## config.mk

```make
export PLATFORM = sky130hd
export DESIGN_NAME = usi_wire_ctrl
export DESIGN_NICKNAME = d
export VERILOG_FILES = /design/src/rtl/usi_wire_pkg.sv /design/src/rtl/usi_line_sync.sv /design/src/rtl/usi_start_det.sv /design/src/rtl/usi_flag.sv /design/src/rtl/usi_pin_mux.sv /design/src/rtl/usi_wire_ctrl.sv
export SDC_FILE = /design/constraint.sdc
export NUM_CORES = 1
export LEC_CHECK = 0
export ABC_AREA = 1
export BUFFER_PORTS_ARGS = -buffer_cell sky130_fd_sc_hd__buf_4
export CAP_MARGIN = 20
export CORE_AREA = 2 2 39 41
export DETAILED_ROUTE_END_ITERATION = 8
export DIE_AREA = 0 0 41 43
export GPL_ROUTABILITY_DRIVEN = 0
export SLEW_MARGIN = 20
export SYNTH_ARGS = -nofsm -noshare
export SYNTH_HDL_FRONTEND = slang
export SYNTH_HIERARCHICAL = 1
export SYNTH_SLANG_ARGS = --single-unit
```

## constraint.sdc

```tcl
create_clock -name clk_i -period 2.2 [get_ports clk_i]
set_input_delay 0.11 -clock clk_i [delete_from_list [all_inputs] [get_ports clk_i]]
set_output_delay 0.11 -clock clk_i [all_outputs]
set_load 0.05 [all_outputs]
```

## src/rtl/usi_wire_pkg.sv

```systemverilog
package usi_wire_pkg;

  typedef enum logic [1:0] {
    WM_OFF      = 2'b00,
    WM_THREE    = 2'b01,
    WM_TWO      = 2'b10,
    WM_TWO_HOLD = 2'b11
  } wire_mode_e;

  typedef struct packed {
    logic oe;
    logic val;
    logic pu;
  } pin_drv_t;

  localparam int unsigned FLAG_START = 0;
  localparam int unsigned FLAG_OVF   = 1;
  localparam int unsigned NUM_FLAGS  = 2;

  function automatic pin_drv_t port_pin(input logic port, input logic dir);
    pin_drv_t r;
    r.oe  = dir;
    r.val = port;
    r.pu  = port & ~dir;
    return r;
  endfunction

  function automatic pin_drv_t open_drain(input logic pull_low);
    pin_drv_t r;
    r.oe  = pull_low;
    r.val = 1'b0;
    r.pu  = 1'b0;
    return r;
  endfunction

  function automatic logic is_two_wire(input wire_mode_e m);
    return (m == WM_TWO) || (m == WM_TWO_HOLD);
  endfunction

endpackage

```

## src/rtl/usi_line_sync.sv

```systemverilog
module usi_line_sync #(
  parameter int unsigned WIDTH   = 2,
  parameter int unsigned STAGES  = 2,
  parameter logic        RST_VAL = 1'b1
) (
  input  logic             clk_i,
  input  logic             rst_ni,
  input  logic [WIDTH-1:0] d_i,
  output logic [WIDTH-1:0] q_o
);
  logic [STAGES-1:0][WIDTH-1:0] stage_q;

  always_ff @(posedge clk_i or negedge rst_ni) begin
    if (!rst_ni) stage_q <= {(STAGES*WIDTH){RST_VAL}};
    else         stage_q <= {stage_q[STAGES-2:0], d_i};
  end

  assign q_o = stage_q[STAGES-1];
endmodule

```

## src/rtl/usi_start_det.sv

```systemverilog
module usi_start_det (
  input  logic clk_i,
  input  logic rst_ni,
  input  logic en_i,
  input  logic sda_i,
  input  logic scl_i,
  output logic start_o
);
  logic sda_prev_q;

  always_ff @(posedge clk_i or negedge rst_ni) begin
    if (!rst_ni) sda_prev_q <= 1'b1;
    else         sda_prev_q <= sda_i;
  end

  // falling data edge while clock is high
  assign start_o = en_i & sda_prev_q & ~sda_i & scl_i;
endmodule

```

## src/rtl/usi_flag.sv

```systemverilog
module usi_flag (
  input  logic clk_i,
  input  logic rst_ni,
  input  logic set_i,
  input  logic clr_i,
  output logic flag_o
);
  logic flag_q;

  always_ff @(posedge clk_i or negedge rst_ni) begin
    if (!rst_ni)    flag_q <= 1'b0;
    else if (set_i) flag_q <= 1'b1;
    else if (clr_i) flag_q <= 1'b0;
  end

  assign flag_o = flag_q;
endmodule

```

## src/rtl/usi_pin_mux.sv

```systemverilog
module usi_pin_mux
  import usi_wire_pkg::*;
(
  input  wire_mode_e mode_i,
  input  logic       shift_msb_i,
  input  logic       do_port_i,
  input  logic       do_dir_i,
  input  logic       di_port_i,
  input  logic       di_dir_i,
  input  logic       ck_port_i,
  input  logic       ck_dir_i,
  input  logic       hold_i,
  output pin_drv_t   do_drv_o,
  output pin_drv_t   di_drv_o,
  output pin_drv_t   ck_drv_o
);
  always_comb begin
    do_drv_o = port_pin(do_port_i, do_dir_i);
    di_drv_o = port_pin(di_port_i, di_dir_i);
    ck_drv_o = port_pin(ck_port_i, ck_dir_i);
    unique case (mode_i)
      WM_THREE: do_drv_o = port_pin(shift_msb_i, do_dir_i);
      WM_TWO, WM_TWO_HOLD: begin
        di_drv_o = open_drain(di_dir_i & ~(shift_msb_i & di_port_i));
        ck_drv_o = open_drain(ck_dir_i & (~ck_port_i | hold_i));
      end
      default: ;
    endcase
    // the pull-up of the data-output pin still follows its port bit
    do_drv_o.pu = do_port_i & ~do_dir_i;
  end
endmodule

```

## src/rtl/usi_wire_ctrl.sv

```systemverilog
module usi_wire_ctrl
  import usi_wire_pkg::*;
#(
  parameter int unsigned SYNC_STAGES = 2
) (
  input  logic       clk_i,
  input  logic       rst_ni,
  input  logic [1:0] mode_i,
  input  logic       shift_msb_i,
  input  logic       do_port_i,
  input  logic       do_dir_i,
  input  logic       di_port_i,
  input  logic       di_dir_i,
  input  logic       ck_port_i,
  input  logic       ck_dir_i,
  input  logic       di_line_i,
  input  logic       ck_line_i,
  input  logic       ovf_pulse_i,
  input  logic       start_clr_i,
  input  logic       ovf_clr_i,
  output logic       do_oe_o,
  output logic       do_val_o,
  output logic       do_pu_o,
  output logic       di_oe_o,
  output logic       di_val_o,
  output logic       di_pu_o,
  output logic       ck_oe_o,
  output logic       ck_val_o,
  output logic       ck_pu_o,
  output logic       di_sync_o,
  output logic       ck_sync_o,
  output logic       start_flag_o,
  output logic       ovf_flag_o
);
  localparam int unsigned LINES = 2;

  wire_mode_e           mode;
  logic [LINES-1:0]     line_sync;
  logic                 start_evt;
  logic [NUM_FLAGS-1:0] flag_set, flag_clr, flag_q;
  logic                 hold;
  pin_drv_t             do_drv, di_drv, ck_drv;

  assign mode = wire_mode_e'(mode_i);

  usi_line_sync #(.WIDTH(LINES), .STAGES(SYNC_STAGES), .RST_VAL(1'b1)) u_sync (
    .clk_i (clk_i),
    .rst_ni(rst_ni),
    .d_i   ({ck_line_i, di_line_i}),
    .q_o   (line_sync)
  );

  assign di_sync_o = line_sync[0];
  assign ck_sync_o = line_sync[1];

  usi_start_det u_start (
    .clk_i  (clk_i),
    .rst_ni (rst_ni),
    .en_i   (mode != WM_OFF),
    .sda_i  (line_sync[0]),
    .scl_i  (line_sync[1]),
    .start_o(start_evt)
  );

  assign flag_set[FLAG_START] = start_evt;
  assign flag_clr[FLAG_START] = start_clr_i;
  assign flag_set[FLAG_OVF]   = ovf_pulse_i;
  assign flag_clr[FLAG_OVF]   = ovf_clr_i;

  for (genvar g = 0; g < NUM_FLAGS; g++) begin : g_flag
    usi_flag u_flag (
      .clk_i (clk_i),
      .rst_ni(rst_ni),
      .set_i (flag_set[g]),
      .clr_i (flag_clr[g]),
      .flag_o(flag_q[g])
    );
  end

  assign start_flag_o = flag_q[FLAG_START];
  assign ovf_flag_o   = flag_q[FLAG_OVF];
  assign hold = flag_q[FLAG_START] | ((mode == WM_TWO_HOLD) & flag_q[FLAG_OVF]);

  usi_pin_mux u_mux (
    .mode_i     (mode),
    .shift_msb_i(shift_msb_i),
    .do_port_i  (do_port_i),
    .do_dir_i   (do_dir_i),
    .di_port_i  (di_port_i),
    .di_dir_i   (di_dir_i),
    .ck_port_i  (ck_port_i),
    .ck_dir_i   (ck_dir_i),
    .hold_i     (hold),
    .do_drv_o   (do_drv),
    .di_drv_o   (di_drv),
    .ck_drv_o   (ck_drv)
  );

  assign {do_oe_o, do_val_o, do_pu_o} = do_drv;
  assign {di_oe_o, di_val_o, di_pu_o} = di_drv;
  assign {ck_oe_o, ck_val_o, ck_pu_o} = ck_drv;
endmodule

```

Word-level counts from Yosys, hierarchy flattened --
Index checks and enable logic that the tools add are counted.
Word-level totals: word-level logic and storage cells 38, ROM bits 0, memories kept 0, register bits 7, bits in writable memories 0, latch bits 0, output and inout port bits 13
Operators by class: divide/modulo/power cells 0, eq/ne operators 3, bitwise operators 19, order comparisons 0, multiply operators 0, reduce and logical (&&, ||, !) cells 4, shifts and indexed selects 0, $add $sub $neg 0, muxes and demuxes 7
Operator list (count):
- $and 1x1->1 | 11
- $mux 3 | 2
- $not 1->1 | 6
- $reduce_bool 2->1 | 3
- $eq 2x2->1 const B | 2
- $mux 1 | 4
- $eq 2x1->1 const B | 1
- $mux 2 | 1
- $or 1x1->1 | 2
- $reduce_or 2->1 | 1

Logic depth before layout (Yosys ltp) --
depth in word-level cells 6, depth in mapped cells 6

By module --
Netlist, hierarchy kept.
Modules (own cells, without submodules):
- usi_line_sync | instances 1, cells an instance 6, area each 120.1 µm², seq. area each 105.1 µm²
- usi_pin_mux | instances 1, cells an instance 21, area each 87.6 µm², seq. area each 0.0 µm²
- usi_flag | instances 2, cells an instance 5, area each 40.0 µm², seq. area each 25.0 µm²
- usi_start_det | instances 1, cells an instance 5, area each 43.8 µm², seq. area each 26.3 µm²
- usi_wire_ctrl | instances 1, cells an instance 4, area each 18.8 µm², seq. area each 0.0 µm²

Least setup slack after synthesis --
Ideal clock, no wire load.
path type reg2out, start register g_flag[1].u_flag.flag_q, end output ck_oe_o, arrival time 1.499 ns, data required time 2.090 ns, slack 0.591 ns, cell stages (with the launch flop) 5, cell sequence dfrtp_1 > nand3_1 > nand2_1 > nor2_1 > nor2_1
On the way: word-level cells in the longest chain between the ends 5
Ends and longest elaborated chain:
- from (decl) | RTL line usi_flag.sv:8 | logic flag_q;
- from (signal assigned) | RTL line usi_flag.sv:11 | if (!rst_ni) flag_q <= 1'b0;
- from (signal assigned) | RTL line usi_flag.sv:12 | else if (set_i) flag_q <= 1'b1;
- from (signal assigned) | RTL line usi_flag.sv:13 | else if (clr_i) flag_q <= 1'b0;
- $and 1x1->1 | RTL line usi_wire_ctrl.sv:82 | assign hold = flag_q[FLAG_START] | ((mode == WM_TWO_HOLD) & flag_q[FLAG_OVF]);
- $or 1x1->1 | RTL line usi_wire_ctrl.sv:82
- named net hold | RTL line usi_wire_ctrl.sv:41 | logic hold;
- $or 1x1->1 | RTL line usi_pin_mux.sv:25 | ck_drv_o = open_drain(ck_dir_i & (~ck_port_i | hold_i));
- $and 1x1->1 | RTL line usi_pin_mux.sv:25
- $mux 3 | RTL line usi_pin_mux.sv:21 | unique case (mode_i)
- to (decl) | RTL line usi_wire_ctrl.sv:27 | output logic ck_oe_o,
The timed path passes the listed nets, and every way through them passes these cells.

Worst setup path in the final report --
Same ends and word-level chain as after synthesis.

==> run metrics <==
status=completed; Worst Setup End Kind=output pin; Syn-to-layout area delta=75.36%; Post-CTS Hold Buffers=3; Horiz. Die Dim=41 um; Setup WS post-layout=1.003 ns; Period minus WS final=1.197 ns; first-pass GRT wire length=1097 um; initial DRC count=3; Startpoint Class=flop; Die Y-Extent=43 um; WL per Instance=7.649 um; hold crit path type=input port to flop; total track usage=9.553%; DP Worst Slack=1.257 ns; Post-DRT Antenna Nets=0; most common cell after layout, fill and taps aside=buf_4; post-synthesis compound-gate area fraction=0%; Cells after DPL=87; Req. time, crit path=2.09 ns; Starting Density=25.32%; routed vias=372; transition time of the tightest slew-check pin=0.1544 ns; maxcap violations=0; Post-Layout Inst Area=614.3 um2; static leakage=0.3552 nW; Final nets=95; worst vdd ir=0.0002984 V; clk buf depth=2; Clock Latency Late Sink=0.24 ns; H-tree level count=1; cts repair resizes=0; Yosys reg bits=7; most frequent cells in the layout=28 x buf_4, 12 x nand2_1, 11 x inv_1; synthesized net count=62; Avg Cell Area, Syn=7.616 um2; Fin Clk Skew=0.0007057 ns; Cell Area, Synth=350.3 um2; CTS Buf Count=3; final worst path period share=54.42%; count of cell types in the netlist=11; final hold viol count=0; Setup violations, final=0; Filler Cell Count=149; multiplexer area fraction after synthesis=0%; root cell of the clock tree=clkbuf_4; CTS sink cnt=7; I/O Buffers=28; Placed Area=558.0 um2; final setup TNS=0 ns; DRC violations left=0; sequential area share after synthesis=51.79%; vias in the first global route=285; Arrival @ worst endpoint=1.09 ns; Mapped Cells=46; adder-cell share of the synthesized area=0%; final std cells w/o fill=94; post-CTS setup buffers=0; Slew Limit Fails=0; largest family of logic cells by synthesized area=simple AND/OR/NAND/NOR gates; Die Area=1763 um2; Slew HR=89.63%; pwr/cell area=610.3 nW/um2; antenna cells=0; Post-Synth Simple-Gate Area=28.93%; RSZ-0062 raised after global routing=no; Peak Freq=0.8353 GHz; Ys Warns=6; Crit Path Max Fanout=3; DP HPWL=594.2 um; Final Power=0.3749 mW; standard-cell rows=14; Routed WL=719 um; XOR/XNOR Fraction of Synth Area=0%; clk slew on worst S/H paths=0.05 ns; I/O pin cnt=29; largest net degree at the start of global routing=10; critical path class=flop to output pin; initial antenna violation count=0; post-DR vias/cell=3.957; fraction of layout instances using a drive strength above 1=48.72%; First-pass DRT Iterations=2; CORE AREA=1384 um2; CTS tree=done; total gr overflow=0
==> cells in the mapped netlist, drive strengths merged <==
master  instances  area, um2
dfrtp           2      50.05
nor3            2      10.01
dfstp           5      131.4
buf             3      22.52
or2             1      6.260
nand3           3      15.01
inv            12      45.04
nor2            6      25.03
nand2          12      45.04
==> final timing paths <==
path	endpoint	cells past startpoint	start	slack, ns
worst max-delay path	ck_oe_o	5	g_flag[1].u_flag/flag_o	1.00
max in group asynchronous	u_sync/stage_q[0]	2	rst_ni	1.80
worst min-delay path	g_flag[1].u_flag/flag_o	3	ovf_pulse_i	0.05
worst max register to register	g_flag[0].u_flag/flag_o	5	u_sync/q_o[0]	1.33
min in group asynchronous	g_flag[1].u_flag/flag_o	2	rst_ni	0.20
worst min register to register	u_sync/q_o[0]	0	u_sync/stage_q[0]	0.35
==> area by class of cell <==
class / count / area [um2] / area share, %
Clock buffer: 4 / 26.28 / 4.277
Sequential cell: 7 / 181.4 / 29.53
Tap cell: 16 / 20.02 / 3.259
Inverter: 12 / 45.04 / 7.332
Timing Repair Buffer: 31 / 240.2 / 39.10
Multi-Input combinational cell: 24 / 101.3 / 16.50
==> cells by family after synthesis <==
kind of cell | Yosys count
DFF | 7
and+or+nand+nor | 24
buffers and inverters | 15
==> critical path, cell delays in order, from the launching register on <==
cell	delay, ns
dfrtp_1	0.39
nand3_1	0.08
nand2_1	0.05
nor2_1	0.09
nor2_1	0.04
buf_4	0.18
==> metal layers <==
layer / global-route usage, % / up-vias / wire [um]
met4: 8.000 / 0 / 0
met1: 9.030 / 158 / 224
li1: - / 192 / -
met2: 15.31 / 22 / 370
met3: 3.141 / 0 / 124
met5: 0 / - / 0
==> state kept, by name, indices dropped and copies added, names as in the netlist <==
name,cells
g_flag.u_flag/flag_o,2
u_sync/q_o,2
u_sync/stage_q,2
u_start/sda_prev_q,1
==> where the power goes <==
part / total, mW / internal (mW) / switching [mW]
clock: 0.112 / 0.0690 / 0.0433
sequential: 0.144 / 0.140 / 0.00362
combinational: 0.119 / 0.0452 / 0.0739
total: 0.375 / 0.254 / 0.121
==> through the flow <==
stage | hold slack, ns | util (%)
2_1_floorplan | -0.1856 | -
3_3_place_gp | -0.07693 | 40.33
3_5_place_dp | -0.07413 | 40.33
4_1_cts | 0.03724 | 44.39
5_1_grt | 0.05546 | 44.39
6_report | 0.04836 | 44.39
Power figures use the tool's default switching activity.
